$ cat src/rtl/i2cb_pkg.sv
package i2cb_pkg;
  typedef enum logic [1:0] {OP_ADDR = 2'd0, OP_WRITE = 2'd1, OP_READ = 2'd2, OP_STOP = 2'd3} op_e;
  localparam logic [2:0] A_CTRL  = 3'd0;
  localparam logic [2:0] A_START = 3'd1;
  localparam logic [2:0] A_FLAGS = 3'd2;
  localparam logic [2:0] A_FLUSH = 3'd3;
  localparam logic [2:0] A_TXD   = 3'd4;
  localparam logic [2:0] A_RXD   = 3'd5;
  localparam logic [2:0] A_TXLEN = 3'd6;
  localparam logic [2:0] A_RXLEN = 3'd7;
endpackage

$ cat src/rtl/i2cb_fifo.sv
module i2cb_fifo #(
  parameter int W = 8,
  parameter int DEPTH = 32,
  localparam int AW = $clog2(DEPTH),
  localparam int CW = AW + 1
) (
  input  logic         clk,
  input  logic         rst_n,
  input  logic         flush,
  input  logic         push,
  input  logic [W-1:0] wdata,
  input  logic         pop,
  output logic [W-1:0] head,
  output logic [CW-1:0] count
);
  logic [W-1:0]  mem [DEPTH];
  logic [AW:0]   wr_ptr, rd_ptr;
  logic          full, empty;

  assign count = wr_ptr - rd_ptr;
  assign full  = (count == CW'(DEPTH));
  assign empty = (count == '0);
  assign head  = empty ? '0 : mem[rd_ptr[AW-1:0]];

  always_ff @(posedge clk or negedge rst_n) begin
    if (!rst_n) begin
      wr_ptr <= '0;
      rd_ptr <= '0;
    end else if (flush) begin
      wr_ptr <= '0;
      rd_ptr <= '0;
    end else begin
      if (push && !full) wr_ptr <= wr_ptr + 1'b1;
      if (pop && !empty) rd_ptr <= rd_ptr + 1'b1;
    end
  end

  always_ff @(posedge clk) begin
    if (push && !full && !flush) mem[wr_ptr[AW-1:0]] <= wdata;
  end
endmodule

$ cat src/rtl/i2cb_regs.sv
module i2cb_regs
  import i2cb_pkg::*;
#(
  parameter int LW = 5
) (
  input  logic          clk,
  input  logic          rst_n,
  input  logic          reg_wr,
  input  logic          reg_rd,
  input  logic [2:0]    reg_addr,
  input  logic [7:0]    reg_wdata,
  output logic [7:0]    reg_rdata,
  input  logic [7:0]    rx_head,
  input  logic          done_set,
  input  logic          nack_set,
  output logic          burst_en,
  output logic          end_rd,
  output logic          end_wr,
  output logic          start_pulse,
  output logic [7:0]    start_byte,
  output logic          cont_pulse,
  output logic [LW-1:0] tx_len,
  output logic [LW-1:0] rx_len,
  output logic          flush_tx,
  output logic          flush_rx,
  output logic          tx_push,
  output logic          rx_pop,
  output logic          flag_done,
  output logic          flag_nack
);
  logic wr_ctrl, wr_flags;

  assign wr_ctrl  = reg_wr && reg_addr == A_CTRL;
  assign wr_flags = reg_wr && reg_addr == A_FLAGS;
  assign flush_tx = reg_wr && reg_addr == A_FLUSH && reg_wdata[0];
  assign flush_rx = reg_wr && reg_addr == A_FLUSH && reg_wdata[1];
  assign tx_push  = reg_wr && reg_addr == A_TXD;
  assign rx_pop   = reg_rd && reg_addr == A_RXD;

  always_comb begin
    reg_rdata = '0;
    case (reg_addr)
      A_CTRL:  reg_rdata = {5'd0, end_wr, end_rd, burst_en};
      A_FLAGS: reg_rdata = {6'd0, flag_nack, flag_done};
      A_RXD:   reg_rdata = rx_head;
      A_TXLEN: reg_rdata = 8'(tx_len);
      A_RXLEN: reg_rdata = 8'(rx_len);
      default: reg_rdata = '0;
    endcase
  end

  always_ff @(posedge clk or negedge rst_n) begin
    if (!rst_n) begin
      burst_en    <= 1'b0;
      end_rd      <= 1'b0;
      end_wr      <= 1'b0;
      start_pulse <= 1'b0;
      start_byte  <= '0;
      cont_pulse  <= 1'b0;
      tx_len      <= '0;
      rx_len      <= '0;
      flag_done   <= 1'b0;
      flag_nack   <= 1'b0;
    end else begin
      start_pulse <= reg_wr && reg_addr == A_START;
      cont_pulse  <= wr_ctrl && reg_wdata[3];
      if (reg_wr && reg_addr == A_START) start_byte <= reg_wdata;
      if (wr_ctrl) begin
        burst_en <= reg_wdata[0];
        end_rd   <= reg_wdata[1];
        end_wr   <= reg_wdata[2];
      end
      if (reg_wr && reg_addr == A_TXLEN) tx_len <= reg_wdata[LW-1:0];
      if (reg_wr && reg_addr == A_RXLEN) rx_len <= reg_wdata[LW-1:0];
      flag_done <= done_set | (flag_done & ~(wr_flags & reg_wdata[0]));
      flag_nack <= nack_set | (flag_nack & ~(wr_flags & reg_wdata[1]));
    end
  end
endmodule

$ cat src/rtl/i2cb_seq.sv
module i2cb_seq
  import i2cb_pkg::*;
#(
  parameter int LW = 5,
  localparam int CW = LW + 1
) (
  input  logic          clk,
  input  logic          rst_n,
  input  logic          burst_en,
  input  logic          end_rd,
  input  logic          end_wr,
  input  logic          start_pulse,
  input  logic [7:0]    start_byte,
  input  logic          cont_pulse,
  input  logic [LW-1:0] tx_len,
  input  logic [LW-1:0] rx_len,
  input  logic [7:0]    tx_head,
  output logic          cmd_valid,
  input  logic          cmd_ready,
  output logic [1:0]    cmd_op,
  output logic [7:0]    cmd_data,
  output logic          cmd_ack,
  input  logic          rsp_valid,
  input  logic          rsp_nack,
  output logic          tx_pop,
  output logic          rx_push,
  output logic          done_set,
  output logic          nack_set,
  output logic          bus_held,
  output logic          arm_stop,
  output logic          nack_seen
);
  typedef enum logic [2:0] {S_IDLE, S_ADDR, S_WADDR, S_DATA, S_WDATA, S_STOP, S_WSTOP} st_e;
  st_e          st;
  logic         rd_q;
  logic [7:0]   addr_q;
  logic [CW-1:0] left_q;
  logic         last, hs, wr_nack, go_start, go_cont;
  logic [CW-1:0] len_start, len_cont;
  op_e          op;

  assign last      = (left_q == CW'(1));
  assign hs        = cmd_valid && cmd_ready;
  assign wr_nack   = !rd_q && rsp_nack;
  assign go_start  = burst_en && start_pulse && !bus_held;
  assign go_cont   = burst_en && cont_pulse && bus_held;
  assign len_start = {1'b0, start_byte[0] ? rx_len : tx_len} + CW'(1);
  assign len_cont  = {1'b0, rd_q ? rx_len : tx_len} + CW'(1);

  always_comb begin
    op       = OP_ADDR;
    cmd_data = '0;
    case (st)
      S_ADDR:  cmd_data = addr_q;
      S_DATA: begin
        op       = rd_q ? OP_READ : OP_WRITE;
        cmd_data = rd_q ? 8'd0 : tx_head;
      end
      S_STOP:  op = OP_STOP;
      default: op = OP_ADDR;
    endcase
  end

  assign cmd_op    = op;
  assign cmd_valid = (st == S_ADDR) || (st == S_DATA) || (st == S_STOP);
  assign cmd_ack   = (st == S_DATA) && rd_q && !(last && arm_stop);
  assign tx_pop    = hs && st == S_DATA && !rd_q;
  assign rx_push   = rsp_valid && st == S_WDATA && rd_q;
  assign done_set  = rsp_valid && ((st == S_WSTOP) ||
                     (st == S_WDATA && !wr_nack && last && !arm_stop));
  assign nack_set  = rsp_valid && st == S_WSTOP && nack_seen;

  always_ff @(posedge clk or negedge rst_n) begin
    if (!rst_n) begin
      st        <= S_IDLE;
      rd_q      <= 1'b0;
      addr_q    <= '0;
      left_q    <= '0;
      bus_held  <= 1'b0;
      arm_stop  <= 1'b0;
      nack_seen <= 1'b0;
    end else begin
      case (st)
        S_IDLE: begin
          if (go_start) begin
            rd_q      <= start_byte[0];
            addr_q    <= start_byte;
            arm_stop  <= start_byte[0] ? end_rd : end_wr;
            left_q    <= len_start;
            nack_seen <= 1'b0;
            bus_held  <= 1'b1;
            st        <= S_ADDR;
          end else if (go_cont) begin
            arm_stop <= rd_q ? end_rd : end_wr;
            left_q   <= len_cont;
            st       <= S_DATA;
          end
        end
        S_ADDR:  if (hs) st <= S_WADDR;
        S_WADDR: if (rsp_valid) begin
          if (rsp_nack) begin
            nack_seen <= 1'b1;
            st        <= S_STOP;
          end else begin
            st <= S_DATA;
          end
        end
        S_DATA:  if (hs) st <= S_WDATA;
        S_WDATA: if (rsp_valid) begin
          if (wr_nack) begin
            nack_seen <= 1'b1;
            st        <= S_STOP;
          end else begin
            left_q <= left_q - CW'(1);
            if (!last)         st <= S_DATA;
            else if (arm_stop) st <= S_STOP;
            else               st <= S_IDLE;
          end
        end
        S_STOP:  if (hs) st <= S_WSTOP;
        S_WSTOP: if (rsp_valid) begin
          bus_held <= 1'b0;
          st       <= S_IDLE;
        end
        default: st <= S_IDLE;
      endcase
    end
  end
endmodule

$ cat src/rtl/i2c_burst_seq.sv
module i2c_burst_seq #(
  parameter int DEPTH = 32,
  localparam int LW = $clog2(DEPTH),
  localparam int CW = LW + 1
) (
  input  logic       clk,
  input  logic       rst_n,
  input  logic       reg_wr,
  input  logic       reg_rd,
  input  logic [2:0] reg_addr,
  input  logic [7:0] reg_wdata,
  output logic [7:0] reg_rdata,
  output logic       cmd_valid,
  input  logic       cmd_ready,
  output logic [1:0] cmd_op,
  output logic [7:0] cmd_data,
  output logic       cmd_ack,
  input  logic       rsp_valid,
  input  logic [7:0] rsp_data,
  input  logic       rsp_nack,
  output logic       irq_done,
  output logic       irq_nack
);
  logic          burst_en, end_rd, end_wr, start_pulse, cont_pulse;
  logic [7:0]    start_byte, tx_head, rx_head;
  logic [LW-1:0] tx_len, rx_len;
  logic          flush_tx, flush_rx, tx_push, rx_pop, tx_pop, rx_push;
  logic          done_set, nack_set, bus_held, arm_stop, nack_seen;
  logic [CW-1:0] tx_count, rx_count;

  i2cb_regs #(.LW(LW)) u_regs (
    .clk, .rst_n, .reg_wr, .reg_rd, .reg_addr, .reg_wdata, .reg_rdata,
    .rx_head, .done_set, .nack_set, .burst_en, .end_rd, .end_wr,
    .start_pulse, .start_byte, .cont_pulse, .tx_len, .rx_len,
    .flush_tx, .flush_rx, .tx_push, .rx_pop,
    .flag_done(irq_done), .flag_nack(irq_nack)
  );

  i2cb_fifo #(.W(8), .DEPTH(DEPTH)) u_txq (
    .clk, .rst_n, .flush(flush_tx), .push(tx_push), .wdata(reg_wdata),
    .pop(tx_pop), .head(tx_head), .count(tx_count)
  );

  i2cb_fifo #(.W(8), .DEPTH(DEPTH)) u_rxq (
    .clk, .rst_n, .flush(flush_rx), .push(rx_push), .wdata(rsp_data),
    .pop(rx_pop), .head(rx_head), .count(rx_count)
  );

  i2cb_seq #(.LW(LW)) u_seq (
    .clk, .rst_n, .burst_en, .end_rd, .end_wr, .start_pulse, .start_byte,
    .cont_pulse, .tx_len, .rx_len, .tx_head,
    .cmd_valid, .cmd_ready, .cmd_op, .cmd_data, .cmd_ack,
    .rsp_valid, .rsp_nack, .tx_pop, .rx_push, .done_set, .nack_set,
    .bus_held, .arm_stop, .nack_seen
  );
endmodule

$ cat config.mk
export PLATFORM = sky130hd
export DESIGN_NAME = i2c_burst_seq
export DESIGN_NICKNAME = d
export VERILOG_FILES = /design/src/rtl/i2cb_pkg.sv /design/src/rtl/i2cb_fifo.sv /design/src/rtl/i2cb_regs.sv /design/src/rtl/i2cb_seq.sv /design/src/rtl/i2c_burst_seq.sv
export SDC_FILE = /design/constraint.sdc
export NUM_CORES = 1
export LEC_CHECK = 0
export ABC_AREA = 1
export BUFFER_PORTS_ARGS = -buffer_cell sky130_fd_sc_hd__buf_2
export CORE_MARGIN = 2
export CORE_UTILIZATION = 50
export CTS_CLUSTER_SIZE = 25
export DETAILED_ROUTE_END_ITERATION = 7
export PLACE_DENSITY = 0.66
export SLEW_MARGIN = 20
export SYNTH_ARGS = -nofsm -noshare
export SYNTH_HDL_FRONTEND = slang
export SYNTH_SLANG_ARGS = --single-unit
$ cat constraint.sdc
create_clock -name clk -period 3.5 [get_ports clk]
set_input_delay 0.175 -clock clk [delete_from_list [all_inputs] [get_ports clk]]
set_output_delay 0.175 -clock clk [all_outputs]
set_load 0.01 [all_outputs]
==> impl_metrics.ini <==
[run_status]
outcome = complete, no violations

[placed_design]
place_congestion = 0.967
dp.cells = 3178
dp_slack_ns = 0.482
place_hpwl_um = 41900
io_buffers = 47

[floorplan]
rows = 83
start_util_pct = 50.3
die_w_um = 231
die_h_um = 231
pin_count = 48
dieArea_um2 = 53100
placeableCoreArea_um2 = 51000

[worst_setup_path]
setup.worst_path.end_class = output port
startpoint_type = flop
crit_start = u_txq.rd_ptr[0]$_DFFE_PN0P_
reg2reg_slack_ns = 0.38
r2r_start = u_txq.rd_ptr[4]$_DFFE_PN0P_
cp_data_required_time_ns = 3.32
crit_type = flop to output port
cp.arrival_ns = 3.15
cp_max_fo = 56

[hold_path]
hold_path.class = input pin to flop
min_from = reg_addr[2]

[power]
vdd_drop_max_mv = 0.502
p_leak_uw = 0.0114
design_power_total_uw = 20200
powerDensity_nw_per_um2 = 698

[clock_tree]
cts-root-buf = clkbuf_16
cts_sinks = 581
cts_buffers = 59
path_clk_slew_ns = 0.06
cts_setup_buffers = 0
clk_latency_ns = 0.63
htreeDepth = 2
clockBufferDepth = 3
cts_tree = yes

[synthesis]
synth-main-ff-cell = edfxtp_1
syn_area_um2 = 25700
ys_seq_area_share_pct = 66.7
ys_types = 43
synth_edf_count = 512
ys_warn_count = 0
ys_ff_latch = 581
synth_cells = 2481
syn_nets = 2530
synth-async-reset-ratio_pct = 11.9
avgSynthCellArea_um2 = 10.3

[global_routing]
gr-total-overflow = 0
grt_pass1_wl_um = 101000
grt_pass1_vias = 17900
grt_max_degree = 85
antenna_found_initial = 0
grt_usage_pct = 24.8

[timing]
min_period_over_period_pct = 94.9
tightestPinTransition_ns = 1.02
hold_viol_final = 0
hold_ws_ns = 0.0603
rsz0062_at_grt = false
period_needed_ns = 3.32
finalSetupViolations = 0
max_slew_margin_pct = 31.9
clock.fmax_ghz = 0.301
finalSetupTns_ns = 0
setup_ws_ns = 0.177
drv_slew = 0
fin_skew_ns = 0.0195

[detailed_routing]
dr.pass1.iters = 6
drcViolationCount = 0
drt_wl_total_um = 65800
wl_per_cell_um = 20.0
final_antenna_net_count = 0
vias = 18600
drtIter0Drc = 2043
drt-vias-per-instance = 5.64

[final_layout]
nets = 2617
area_growth_pct = 13.0
multi_input_area_um2 = 7470
fill_cells = 4274
final_cells = 3299
drive_gt1_share_pct = 9.97
diodes = 0
seq_area_um2 = 17100

[job]
cap_violations = 0
==> synth_stat cells, types with 14 or more instances <==
cell type	number	area share [%]
ha_1	23	1.1
xor2_1	14	0.48
nor3_1	33	0.64
nand2_1	896	13
nand4_1	31	0.76
a21oi_1	32	0.62
nor2_1	84	1.2
o21ai_0	59	1.2
dfrtp_1	69	6.7
edfxtp_1	512	60
nand3_1	423	8.3
inv_1	118	1.7
buf_2	67	1.3
clkbuf_1	35	0.51
==> state kept, by name, indices dropped and copies added, names as in the netlist, 3 cells and up <==
register           count
u_txq.wr_ptr           6
u_seq.addr_q           8
u_seq.st               3
u_txq.rd_ptr           6
u_regs.start_byte      8
u_rxq.wr_ptr           6
u_txq.mem            256
u_regs.tx_len          5
u_rxq.rd_ptr           6
u_rxq.mem            256
u_seq.left_q           6
u_regs.rx_len          5
==> cells by family (layout without fill, tap and decap cells) <==
logic type / after synthesis / in the layout / share of synthesized area, %
AO/OA/AOI/OAI: 120 / 120 / 2.56
adder cells (fa/ha/maj): 23 / 23 / 1.12
flip-flops: 581 / 581 / 66.7
XOR/XNOR: 16 / 16 / 0.546
buffers and inverters: 253 / 391 / 4.23
AND/OR/NAND/NOR: 1488 / 1488 / 24.9
==> layer usage <==
metal | up-vias | share of wire, % | GRT usage [%]
li1 | 8693 | - | -
met3 | 165 | 6.8 | 3.53
met1 | 8915 | 41 | 33.1
met5 | - | 0 | 0
met4 | 0 | 4.2 | 10.8
met2 | 829 | 48 | 40.9
==> path summary, 6_finish.rpt <==
path | to | cells past startpoint
worst max-delay path | cmd_data[4] | 13
worst min-delay path | u_regs.flag_nack$_DFF_PN0_ | 5
worst max register to register | u_txq.mem[8][6]$_DFFE_PP_ | 9
worst min register to register | u_seq.addr_q[2]$_DFFE_PN0P_ | 2
max in group asynchronous | u_rxq.rd_ptr[1]$_DFFE_PN0P_ | 3
min in group asynchronous | u_seq.addr_q[5]$_DFFE_PN0P_ | 2
==> per-stage QoR <==
step	utilization [%]	area, um2
after global routing	56.9	29000
after global placement	52.7	26900
final	56.9	29000
after floorplan	-	25700
after CTS	56.8	29000
after detailed placement	52.7	26900
==> layout by cell type, fill, tap and decap left out, types with 7 or more instances in the layout <==
cell and instances:
nor2_1 83, dfrtp_1 65, edfxtp_1 512, nand4_1 31, inv_2 7, clkinvlp_4 7
clkinv_2 10, o21ai_0 59, nand2_1 896, dlygate4sd3_1 9, clkinv_1 28, inv_1 114
o21ai_1 7, a21oi_1 32, nand3_1 423, xor2_1 14, buf_4 88, ha_1 23
buf_2 47, bufinv_16 10, clkbuf_16 60, nor3_1 33
==> what timing repair did <==
item / 4_1_cts / 5_1_grt
gates resized for setup: 1 / 3
setup endpoints to repair: 8 / 10
pin swaps: 0 / 0
endpoints found under the hold margin: 46 / 0
hold buffers: 9 / 0
==> final cells by class <==
class / instances / area share [%]
flip-flops and latches: 581 / 59.0
multi-input cells: 1647 / 25.8
clock buffers: 64 / 5.23
repair buffers: 147 / 3.59
well taps: 680 / 2.93
clock inverters: 48 / 1.73
inverters: 132 / 1.72
==> critical path, cell delays in order, from the launching register on <==
cell      delay (ns)
dfrtp_4         0.54
clkinv_2        0.47
buf_12          0.38
nand2_1         0.09
nand3_1         0.10
nand2_1         0.13
nand2_1         0.05
nand2_1         0.08
inv_1           0.07
nand2_1         0.11
nand2_1         0.06
nand2_1         0.15
o21ai_1         0.10
buf_2           0.15
==> power by group <==
| group | switching [uW] | internal (uW) |
|---|---|---|
| logic | 4170 | 1610 |
| clock network | 2650 | 3860 |
| registers | 200 | 7750 |
| total | 7020 | 13200 |
Power figures use the tool's default switching activity.
